`config.mk`:
```
export PLATFORM = sky130hd
export DESIGN_NAME = burst_col_gen
export DESIGN_NICKNAME = d
export VERILOG_FILES = /design/src/rtl/bcg_pkg.sv /design/src/rtl/bcg_len_decode.sv /design/src/rtl/bcg_beat_ctr.sv /design/src/rtl/bcg_addr_mix.sv /design/src/rtl/burst_col_gen.sv
export SDC_FILE = /design/constraint.sdc
export NUM_CORES = 1
export LEC_CHECK = 0
export ABC_AREA = 1
export BUFFER_PORTS_ARGS = -buffer_cell sky130_fd_sc_hd__buf_2
export CAP_MARGIN = 10
export CORE_MARGIN = 3
export CORE_UTILIZATION = 60
export CTS_CLUSTER_DIAMETER = 30
export DETAILED_ROUTE_END_ITERATION = 8
export GPL_TIMING_DRIVEN = 0
export PLACE_DENSITY = 0.81
export RECOVER_POWER = 50
export SETUP_SLACK_MARGIN = 0.3
export SYNTH_ARGS = -nofsm -noshare
export SYNTH_HDL_FRONTEND = slang
export SYNTH_HIERARCHICAL = 1
export SYNTH_SLANG_ARGS = --single-unit
```
`constraint.sdc`:
```
create_clock -name clk -period 4.59 [get_ports clk]
set_input_delay 1.377 -clock clk [delete_from_list [all_inputs] [get_ports clk]]
set_output_delay 1.377 -clock clk [all_outputs]
set_load 0.05 [all_outputs]
```
`src/rtl/bcg_pkg.sv`:
```
// Shared definitions for the burst column sequencer.
// Assumes a 3-bit length code; codes 4..6 are reserved.
package bcg_pkg;
    localparam int CODE_W = 3;

    typedef enum logic [CODE_W-1:0] {
        LEN_1    = 3'd0,
        LEN_2    = 3'd1,
        LEN_4    = 3'd2,
        LEN_8    = 3'd3,
        LEN_PAGE = 3'd7
    } len_code_e;

    // Largest code that selects a fixed power-of-two length
    localparam logic [CODE_W-1:0] LAST_FIXED = LEN_8;
endpackage

```
`src/rtl/bcg_len_decode.sv`:
```
// Turns the length code and ordering bit into a wrap mask, a full-page
// flag and a legality flag. Purely combinational.
// Assumes COL_W is at least log2 of the largest fixed length (8).
module bcg_len_decode
    import bcg_pkg::*;
#(
    parameter int COL_W = 9
) (
    input  logic [CODE_W-1:0] code_i,
    input  logic              ilv_i,
    output logic [COL_W-1:0]  mask_o,
    output logic              full_o,
    output logic              legal_o
);
    logic reserved;

    // Classify the code: full page, reserved or fixed length
    always_comb begin
        full_o   = (code_i == LEN_PAGE);
        reserved = (code_i > LAST_FIXED) && !full_o;
        legal_o  = !reserved && !(full_o && ilv_i);
    end

    // Build the wrap mask: low log2(BL) ones, or all ones for full page
    always_comb begin
        for (int i = 0; i < COL_W; i++) begin
            mask_o[i] = full_o || (i < int'(code_i));
        end
    end
endmodule

```
`src/rtl/bcg_beat_ctr.sv`:
```
// Beat index and burst activity. A launch clears the index and makes
// the burst active. A stop ends it. An advance steps the index, or ends
// the burst when the last beat of a fixed length is shown.
// Assumes mask_i/full_i are the latched configuration of the live burst.
module bcg_beat_ctr #(
    parameter int COL_W = 9
) (
    input  logic             clk,
    input  logic             rst_n,
    input  logic             launch_i,
    input  logic             stop_i,
    input  logic             advance_i,
    input  logic [COL_W-1:0] mask_i,
    input  logic             full_i,
    output logic [COL_W-1:0] beat_o,
    output logic             active_o,
    output logic             last_o
);
    localparam logic [COL_W-1:0] ONE = COL_W'(1);

    logic [COL_W-1:0] beat_q;
    logic             active_q;

    // Last beat: every bit under the mask is set, fixed length only
    always_comb last_o = active_q && !full_i && ((beat_q & mask_i) == mask_i);

    // Step the beat index and track whether a burst is live
    always_ff @(posedge clk) begin
        if (!rst_n) begin
            active_q <= 1'b0;
            beat_q   <= '0;
        end else if (launch_i) begin
            active_q <= 1'b1;
            beat_q   <= '0;
        end else if (active_q) begin
            if (stop_i) begin
                active_q <= 1'b0;
            end else if (advance_i) begin
                if (last_o) active_q <= 1'b0;
                else        beat_q   <= beat_q + ONE;
            end
        end
    end

    assign beat_o   = beat_q;
    assign active_o = active_q;


    last_beat_end_chk: assert property (@(posedge clk) disable iff (!rst_n)
        (last_o && advance_i && !stop_i && !launch_i) |=> !active_o);

    stop_end_chk: assert property (@(posedge clk) disable iff (!rst_n)
        (active_o && stop_i && !launch_i) |=> !active_o);

    relaunch_chk: assert property (@(posedge clk) disable iff (!rst_n)
        launch_i |=> (active_o && beat_o == '0));
endmodule

```
`src/rtl/bcg_addr_mix.sv`:
```
// Forms the column of the current beat from the start column, the wrap
// mask and the beat index, in sequential or interleaved order.
// Assumes beat_i never exceeds the mask for fixed lengths.
module bcg_addr_mix #(
    parameter int COL_W = 9
) (
    input  logic [COL_W-1:0] base_i,
    input  logic [COL_W-1:0] mask_i,
    input  logic             ilv_i,
    input  logic             active_i,
    input  logic [COL_W-1:0] beat_i,
    output logic [COL_W-1:0] col_o
);
    logic [COL_W-1:0] seq_col;
    logic [COL_W-1:0] ilv_col;

    // Compute both orderings and pick one, zero while idle
    always_comb begin
        seq_col = (base_i & ~mask_i) | ((base_i + beat_i) & mask_i);
        ilv_col = base_i ^ (beat_i & mask_i);
        if (!active_i)  col_o = '0;
        else if (ilv_i) col_o = ilv_col;
        else            col_o = seq_col;
    end
endmodule

```
`src/rtl/burst_col_gen.sv`:
```
// Burst column sequencer top. It latches the start column and decoded
// configuration on a legal start, then presents one column per beat.
// Assumes a start and a stop may both arrive on any cycle; start wins.
module burst_col_gen
    import bcg_pkg::*;
#(
    parameter int COL_W = 9
) (
    input  logic              clk,
    input  logic              rst_n,
    input  logic              start_i,
    input  logic [COL_W-1:0]  start_col_i,
    input  logic [CODE_W-1:0] bl_code_i,
    input  logic              burst_type_i,
    input  logic              advance_i,
    input  logic              stop_i,
    output logic [COL_W-1:0]  col_o,
    output logic              active_o,
    output logic              done_o,
    output logic              cfg_illegal_o
);
    logic [COL_W-1:0] dec_mask;
    logic             dec_full;
    logic             dec_legal;
    logic             launch;

    logic [COL_W-1:0] base_q;
    logic [COL_W-1:0] mask_q;
    logic             full_q;
    logic             ilv_q;
    logic [COL_W-1:0] beat;

    bcg_len_decode #(.COL_W(COL_W)) dec_i (
        .code_i  (bl_code_i),
        .ilv_i   (burst_type_i),
        .mask_o  (dec_mask),
        .full_o  (dec_full),
        .legal_o (dec_legal)
    );

    // A start counts only under a legal configuration
    always_comb launch = start_i && dec_legal;

    // Latch the start column and decoded configuration for the burst
    always_ff @(posedge clk) begin
        if (!rst_n) begin
            base_q <= '0;
            mask_q <= '0;
            full_q <= 1'b0;
            ilv_q  <= 1'b0;
        end else if (launch) begin
            base_q <= start_col_i;
            mask_q <= dec_mask;
            full_q <= dec_full;
            ilv_q  <= burst_type_i;
        end
    end

    bcg_beat_ctr #(.COL_W(COL_W)) ctr_i (
        .clk       (clk),
        .rst_n     (rst_n),
        .launch_i  (launch),
        .stop_i    (stop_i),
        .advance_i (advance_i),
        .mask_i    (mask_q),
        .full_i    (full_q),
        .beat_o    (beat),
        .active_o  (active_o),
        .last_o    (done_o)
    );

    bcg_addr_mix #(.COL_W(COL_W)) mix_i (
        .base_i   (base_q),
        .mask_i   (mask_q),
        .ilv_i    (ilv_q),
        .active_i (active_o),
        .beat_i   (beat),
        .col_o    (col_o)
    );

    assign cfg_illegal_o = !dec_legal;


    first_col_chk: assert property (@(posedge clk) disable iff (!rst_n)
        launch |=> (active_o && col_o == $past(start_col_i)));

    page_no_done_chk: assert property (@(posedge clk) disable iff (!rst_n)
        (active_o && full_q) |-> !done_o);

    hold_chk: assert property (@(posedge clk) disable iff (!rst_n)
        (active_o && !advance_i && !stop_i && !start_i) |=> (active_o && $stable(col_o)));

    illegal_ignored_chk: assert property (@(posedge clk) disable iff (!rst_n)
        (start_i && cfg_illegal_o && !active_o) |=> !active_o);
endmodule

```
==> results of run 1 <==
==> path summary, 6_finish.rpt <==
path / startpoint / endpoint / slack (ns) / depth (start not counted)
setup / recovery: ctr_i/beat_o[0] / col_o[6] / 1.03 / 10
hold / removal: full_q / full_q / 0.52 / 4
setup reg to reg: ctr_i/active_o / ctr_i/active_o / 2.91 / 6
hold reg to reg: full_q / full_q / 0.52 / 4
==> layout by cell type (no fill, tap or decap), drive strengths merged, types with 5 or more instances in the layout <==
cell type | Yosys | final
inv | 71 | 71
ha | 9 | 9
buf | 10 | 36
a21oi | 18 | 18
nand3 | 25 | 25
nor2 | 81 | 81
o21ai | 11 | 11
nand4 | 5 | 5
dfxtp | 30 | 30
nand2 | 131 | 131
clkbuf | 2 | 11
==> critical path, cell delays in order, from the launching register on <==
cell	delay [ns]
dfxtp_1	0.38
ha_1	0.24
fa_1	0.39
nand2_1	0.12
nand2_2	0.08
nand3_1	0.09
nand2_1	0.06
nand2_1	0.05
nand3_1	0.06
a21oi_1	0.14
buf_2	0.28
==> stage by stage <==
stage | setup slack (ns) | utilization | instances | power [W] | hold WS [ns]
floorplan | 0.887 | - | 405 | 0.000398 | 0.489
global placement | 1.26 | 0.713 | 480 | 0.000433 | 0.501
detailed placement | 1.26 | 0.713 | 480 | 0.000437 | 0.512
CTS | 1.04 | 0.740 | 488 | 0.000664 | 0.523
global route | 0.845 | 0.738 | 488 | 0.000697 | 0.587
finish | 1.03 | 0.738 | 488 | 0.000661 | 0.524
==> flip-flops by register name, indices dropped and copies added, names as in the netlist <==
register and cells:
base_q 9, ctr_i/beat_o 9, mask_q 9, ctr_i/active_o 1, full_q 1, ilv_q 1
==> per-layer routing <==
metal | global-route usage | part of all wire | vias to the layer above
met5 | 0 | 0 | -
met4 | 0.0596 | 0.0082 | 0
met3 | 0.0542 | 0.054 | 5
met2 | 0.444 | 0.45 | 63
met1 | 0.358 | 0.49 | 1029
li1 | - | - | 1299
==> power by group through the flow <==
stage	logic (W)	registers [W]	clock network, W
floorplan	0.000103	0.000295	0
global placement	0.000132	0.000301	0
detailed placement	0.000136	0.000301	0
CTS	0.000136	0.000296	0.000232
global route	0.000154	0.000298	0.000245
finish	0.000136	0.000296	0.000228
==> cell type report <==
type	instances	area, sq um
inverters	71	267
plain buffers	12	81.3
well taps	46	57.6
multi-input cells	292	1350
fillers	338	923
flip-flops and latches	30	601
repair buffers	29	144
clock buffers	6	82.6
clock inverters	2	12.5
==> cells by family (layout without fill, tap and decap cells) <==
logic type	count (synthesis)	in the layout
XOR/XNOR	2	2
AO/OA/AOI/OAI	35	35
AND/OR/NAND/NOR	245	245
adder cells (fa/ha/maj)	10	10
flip-flops	30	30
buffers and inverters	83	120
==> impl_metrics.tcl, run 1 <==
set metrics [dict create \
    status "finished, final reports clean" \
    drive_gt1_frac 0.131 \
    grt_pass1_wl_um 9360 \
    post_cts_resized 0 \
    pwr-share-comb 0.206 \
    cts-root-buf "clkbuf_8" \
    synth_top_area_cell "dfxtp_1" \
    rsz0062_at_grt "no" \
    power.density_nw_per_um2 254 \
    grt_max_degree 14 \
    swShare 0.329 \
    grt_pass1_vias 2041 \
    yosysUniqueCellTypes 29 \
    setup_viol 0 \
    postCtsSetupBuffers 0 \
    antenna_found_initial 0 \
    initialDrtViolationCount 157 \
    synth_compound_area_frac 0.0884 \
    port_buffers 29 \
    synth-adder-area-share 0.0575 \
    syn-instance-count 405 \
    ys_warn_count 6 \
    end_kind "output pin" \
    detail-route-antenna-nets 0 \
    fp.dieW_um 68.0 \
    vias_per_cell 4.91 \
    num_antenna_cells 0 \
    async_flop_share 0 \
    syn_avg_cell_area_sq_um 5.69 \
    dpl.hpwl_um 4250 \
    startpoint_type "flop" \
    yosysMostFrequentCell "nand2_1" \
    p_switching_w 0.000218 \
    ys.flop_type "dfxtp_1" \
    ys_top_cells_by_count "nand2_1, nor2_1, inv_1" \
    synth_top_area_frac 0.260 \
    nets 469 \
    clockPowerShare 0.346 \
    clk_latency_ns 0.29 \
    stdcell_area_sq_um 2600 \
    areaGrowthSynthToFinish_pct 12.6 \
    dieHeight_um 68.0 \
    maxCapViolCount 0 \
    worstPathMaxFanout 7 \
    firstDrtPassIters 4 \
    pin_count 30 \
    clock.fmax_mhz 281 \
    dieArea_sq_um 4620 \
    cts-htree-levels 2 \
    via_count 2396 \
    synthTopCellsByArea "dfxtp_1, nand2_1, nor2_1" \
    internal_power_w 0.000443 \
    path_clk_slew_ns 0.07 \
    ys_ff_latch 30 \
    yosysSeqAreaShare 0.260 \
    worstMarginPinSlew_ns 0.563 \
    cts_buffer_depth 2 \
    arrival_ns 2.18 \
    synth_edf_count 0 \
    core_sq_um 3520 \
    synth_area_sq_um 2310 \
    vdd_drop_max_mv 0.200 \
    hold_viol 0 \
    cts_sinks 30 \
    maxSlewViolCount 0 \
    syn_nets 433 \
    grt_overflow 0 \
    synthMuxAreaShare 0 \
    synth_top_family_by_area "simple AND/OR/NAND/NOR gates" \
    row_count 21 \
    tns_ns 0 \
    fin_crit_sh 0.775 \
    place_congestion 0.915 \
    hold_buffers 0 \
    slew_headroom 0.624 \
    min-delay-path-class "reg2reg" \
    cts_made_buffers 5 \
    synth_xor_area_frac 0.00760 \
    drc 0 \
    wire_per_inst_um 11.4 \
    synthSimpleGateAreaFrac 0.434 \
    start_util 0.655 \
    p_seq_frac 0.448 \
    skew_ns 0.00327 \
    wl_um 5590 \
    placed_area_sq_um 2510 \
    worst-endpoint-required_ns 3.21 \
    cts_tree "yes" \
    grt_usage 0.268 \
    critical_path_class "reg2out" \
    power_leakage_nw 1.46 \
    fin_crit_ns 3.56 \
]
Power figures use the tool's default switching activity.
==> inputs of run 2 (changes only) <==
Settings changed: CORE_UTILIZATION 60 to 58, PLACE_DENSITY 0.81 to 0.79.
Clock period 4.59 ns to 3.55 ns, I/O delays scaled along.
==> run 2 against run 1 <==
Compared with the run above:
- non-clock buffer count stayed put
- worst setup slack worse by 0.59 ns
- sequential power is 29% higher
- flip-flop and latch count stayed put
- total power is 52% higher
- die area is 3.1% higher
- clock power is 93% higher
- first-iteration DRC count is 8.3% higher
- via count is 2.1% higher
- sequential share of layout area is 0.62 points lower
- combinational power is 33% higher
- clock skew is 0.011 ns higher
- critical path type unchanged
- largest power group is now the clock network
==> impl_metrics.tcl, run 2 (synthesized netlist as in run 1, its figures left out) <==
set metrics [dict create \
    status "finished, final reports clean" \
    cts-root-buf "clkbuf_8" \
    path_cells "ha_2, fa_2, nand2_2, nand2_2, nand3_1, nand2_1, nand2_1, nand3_1, a21oi_2, buf_6" \
    detail-route-antenna-nets 0 \
    route.top_layer_used "met4" \
    final_cell_mix "nand2_1, nor2_1, inv_1" \
    dieArea_sq_um 4770 \
    path_clk_slew_ns 0.08 \
    dpl.hpwl_um 4310 \
    row_count 22 \
    final_common_cell "nand2_1" \
    end_kind "output pin" \
    rsz0062_at_grt "no" \
    hold_buffers 0 \
    nets 469 \
    crit_path_max_incr_delay_ns 0.36 \
    clk_latency_ns 0.29 \
    grt_usage 0.241 \
    worstMarginPinSlew_ns 0.558 \
    swShare 0.285 \
    drc 0 \
    port_buffers 29 \
    arrival_ns 2.05 \
    fin_ws_ns 0.438 \
    wl_met3_um 418 \
    clockPowerShare 0.438 \
    startpoint_type "flop" \
    r2r-end "ctr_i/active_o" \
    grt_overflow 0 \
    wl_um 5850 \
    fin_crit_ns 3.11 \
    cts_tree "yes" \
    start_util 0.616 \
    drive_gt1_frac 0.145 \
    skew_ns 0.0145 \
    holdPathEnd "ilv_q" \
    vdd_drop_max_mv 0.240 \
    reg2reg_slack_ns 1.89 \
    clock.fmax_mhz 321 \
    placed_area_sq_um 2520 \
    areaGrowthSynthToFinish_pct 16.0 \
    maxSlewViolCount 0 \
    min-delay-path-class "reg2reg" \
    p_seq_frac 0.382 \
    fin_crit_sh 0.877 \
    power.density_nw_per_um2 375 \
    tns_ns 0 \
    holdCritStartpoint "ilv_q" \
    worst-endpoint-required_ns 2.48 \
    hold_depth 4 \
    num_antenna_cells 0 \
    initialDrtViolationCount 170 \
    setup_viol 0 \
    internal_power_w 0.000718 \
    fp.dieW_um 69.1 \
    whs_ns 0.515 \
    p_switching_w 0.000286 \
    timing.rr.start "ctr_i/active_o" \
    pwr-share-comb 0.180 \
    dp_slack_ns 0.580 \
    worstPathMaxFanout 7 \
    core_sq_um 3740 \
    cts_sinks 30 \
    slowest_stage "dfxtp_2" \
    vias_per_cell 4.99 \
    hold_viol 0 \
    r2r_cells 6 \
    route.met2.wl_um 2680 \
    slew_headroom 0.627 \
    pin_count 30 \
    via_count 2447 \
    grt_pass1_wl_um 9380 \
    cts-htree-levels 2 \
    cts_made_buffers 5 \
    place_congestion 0.904 \
    power_leakage_nw 1.48 \
    wire_per_inst_um 11.9 \
    stdcell_area_sq_um 2680 \
    grt_pass1_vias 2106 \
    dieHeight_um 69.1 \
    wl_met1_um 2670 \
    maxCapViolCount 0 \
    antenna_found_initial 0 \
    cts_buffer_depth 2 \
    firstDrtPassIters 4 \
    critical_path_class "reg2out" \
    grt_max_degree 14 \
]
run 2: power by group through the flow:
| stage | clock, W | sequential [W] | combinational [W] |
|---|---|---|---|
| after floorplan | 0 | 0.000382 | 0.000134 |
| after CTS | 0.000444 | 0.000382 | 0.000179 |
| after global placement | 0 | 0.000389 | 0.000172 |
| after global routing | 0.000460 | 0.000386 | 0.000202 |
| after detailed placement | 0 | 0.000390 | 0.000176 |
| final | 0.000440 | 0.000383 | 0.000181 |
run 2: stage by stage:
stage | util | total power [W] | instances
after floorplan | - | 0.000516 | 405
after global placement | 0.672 | 0.000561 | 482
after detailed placement | 0.672 | 0.000566 | 482
after CTS | 0.712 | 0.00101 | 490
after global routing | 0.715 | 0.00105 | 490
final | 0.715 | 0.00100 | 490
run 2: routing by layer:
| metal | vias to the layer above | global-route usage |
|---|---|---|
| met5 | - | 0 |
| met4 | 0 | 0.0542 |
| met3 | 9 | 0.0496 |
| met2 | 78 | 0.406 |
| met1 | 1064 | 0.315 |
| li1 | 1296 | - |
run 2: repair_timing:
item | 4_1_cts | 5_1_grt
gates resized for setup | 2 | 7
buffers inserted | 0 | 0
setup endpoints to repair | 1 | 4
pin swaps | 0 | 1
cloned | 0 | 0
run 2: final cells by class:
| type | instances | area [sq um] |
|---|---|---|
| Sequential cell | 30 | 602 |
| Tap cell | 48 | 60.1 |
| Timing Repair Buffer | 29 | 153 |
| Fill cell | 357 | 1070 |
| Clock inverter | 2 | 60.1 |
| Clock buffer | 6 | 82.6 |
| Inverter | 71 | 267 |
| Buffer | 12 | 81.3 |
| Multi-Input combinational cell | 292 | 1370 |
run 2: how the worst max path moves through the flow:
| stage | from | to | slack (ns) |
|---|---|---|---|
| after floorplan | ctr_i/active_o | col_o[0] | 0.31 |
| after CTS | base_q[0] | col_o[6] | 0.33 |
| final | ctr_i/beat_o[0] | col_o[6] | 0.44 |
| after detailed placement | ctr_i/beat_o[0] | col_o[6] | 0.58 |
| after global routing | ctr_i/beat_o[2] | col_o[5] | 0.30 |
| after global placement | ctr_i/beat_o[0] | col_o[6] | 0.65 |
run 2: critical path: cells and delay by family (launching register included):
family / cells / cell delay [ns]
buffers and inverters: 1 / 0.17
AO/OA/AOI/OAI: 1 / 0.18
adder cells (fa/ha/maj): 2 / 0.56
flip-flops: 1 / 0.36
AND/OR/NAND/NOR: 6 / 0.48
==> inputs of run 3 (changes only) <==
==> constraint.sdc (replaced) <==
create_clock -name clk -period 3.03 [get_ports clk]
set_input_delay 0.909 -clock clk [delete_from_list [all_inputs] [get_ports clk]]
set_output_delay 0.909 -clock clk [all_outputs]
set_load 0.01 [all_outputs]
==> run 3 against run 2 <==
Compared with the run above:
- count of clock-buffer cells in the layout is the same
- combinational power grew 12%
- critical path type unchanged
- flip-flop and latch count is the same
- sequential share of layout area shrank 0.15 points
==> impl_metrics.tcl, run 3 (synthesized netlist as in run 1, its figures left out) <==
set metrics [dict create \
    status "finished, final reports clean" \
    cp_common_cell "nand2_1" \
    maxCapViolCount 0 \
    rsz0062_at_grt "yes" \
    worstPathBufferInverterCount 1 \
    power_leakage_nw 1.50 \
    path_cells "ha_4, fa_2, nand2_2, nand2_4, a21o_1, nand3_1, nand2_1, nand2_1, nor2_2, buf_2" \
    pin_count 30 \
    cts_sinks 30 \
    wl_um 6020 \
    cts_buffer_depth 2 \
    skew_ns 0.00285 \
    vias_per_cell 5.07 \
    detail-route-antenna-nets 0 \
    fin_crit_ns 2.80 \
    final_cell_mix "nand2_1, nor2_1, inv_1" \
    fin_ws_ns 0.232 \
    dieHeight_um 69.1 \
    worstMarginPinSlew_ns 0.442 \
    slew_headroom 0.705 \
    crit_path_max_incr_delay_ns 0.37 \
    critical_path.top_delay_family "adder cells" \
    drc 0 \
    vdd_drop_max_mv 0.350 \
    clock.fmax_mhz 357 \
    cts-htree-levels 2 \
    setup_viol 0 \
    drive_gt1_frac 0.202 \
    wire_per_inst_um 12.2 \
    startpoint_type "flop" \
    dieArea_sq_um 4770 \
    initialDrtViolationCount 161 \
    firstDrtPassIters 4 \
    grt_usage 0.255 \
    cts-root-buf "clkbuf_8" \
    whs_ns 0.516 \
    grt_pass1_vias 2256 \
    worst-endpoint-required_ns 2.12 \
    core_sq_um 3740 \
    critical_path_class "reg2out" \
    dpl.hpwl_um 4230 \
    end_kind "output pin" \
    clk_latency_ns 0.28 \
    grt_max_degree 14 \
    hold_viol 0 \
    tns_ns 0 \
    dp_slack_ns 0.377 \
    row_count 22 \
    cts_made_buffers 5 \
    place_congestion 0.900 \
    worstPathMaxFanout 4 \
    fp.dieW_um 69.1 \
    arrival_ns 1.89 \
    final_common_cell "nand2_1" \
    grt_overflow 0 \
    port_buffers 29 \
    maxSlewViolCount 0 \
    num_antenna_cells 0 \
    utilization 0.748 \
    areaGrowthSynthToFinish_pct 21.4 \
    slowest_stage "fa_2" \
    fin_crit_sh 0.923 \
    path_clk_slew_ns 0.07 \
    start_util 0.616 \
    grt_pass1_wl_um 10100 \
    power.density_nw_per_um2 415 \
    antenna_found_initial 0 \
    cts_tree "yes" \
    via_count 2499 \
    nets 472 \
    total_power_w 0.00116 \
    min-delay-path-class "reg2reg" \
]
run 3: cell types whose count changed in the layout (fill, tap and decap cells not counted), moves of 3 or more:
cell	delta
dfxtp_2	+10
ha_1	-4
ha_4	+5
dfxtp_4	+3
dfxtp_1	-13
run 3: repair_timing:
action / CTS / global route
resized for setup: 14 / 21
pin swaps: 5 / 4
setup buffers: 3 / 0
endpoints found under the setup margin: 8 / 9
hold buffers: 0 / 0
hold endpoints to repair: 0 / 0
run 3: final timing paths:
kind,startpoint,depth (start not counted),end,slack (ns)
max,ctr_i/beat_o[0],10,col_o[4],0.23
min,ilv_q,4,ilv_q,0.52
max reg2reg,ctr_i/beat_o[0],10,ctr_i/beat_o[8],1.49
min reg2reg,ilv_q,4,ilv_q,0.52
run 3: cell type report:
class | instances | area (sq um)
well taps | 48 | 60.1
multi-input cells | 292 | 1460
fillers | 317 | 945
plain buffers | 12 | 81.3
repair buffers | 32 | 166
flip-flops and latches | 30 | 626
clock buffers | 6 | 82.6
clock inverters | 2 | 60.1
inverters | 71 | 267
run 3: where the power goes:
group | internal [W] | switching (W)
logic | 0.0000812 | 0.000121
registers | 0.000415 | 0.0000348
clock network | 0.000351 | 0.000157
run 3: worst reg2reg max path, cell delays in order (launching register included):
cell	delay (ns)
dfxtp_4	0.36
buf_4	0.14
ha_1	0.18
nand2_1	0.07
nor2_1	0.21
nand2_1	0.10
nor2_1	0.15
nand3_1	0.09
nand2_1	0.07
inv_1	0.04
nor2_1	0.08
run 3: through the flow:
| step | instance area [sq um] | cells |
|---|---|---|
| floorplan | 2310 | 405 |
| finish | 2800 | 493 |
| global route | 2800 | 493 |
| detailed placement | 2510 | 482 |
| global placement | 2510 | 482 |
| CTS | 2720 | 493 |
run 3: routing by layer:
| metal | vias to the layer above | GRT usage | share of wire |
|---|---|---|---|
| met5 | - | 0 | 0 |
| met4 | 0 | 0.0976 | 0.020 |
| met3 | 14 | 0.0437 | 0.062 |
| met2 | 81 | 0.427 | 0.46 |
| met1 | 1098 | 0.326 | 0.45 |
| li1 | 1306 | - | - |
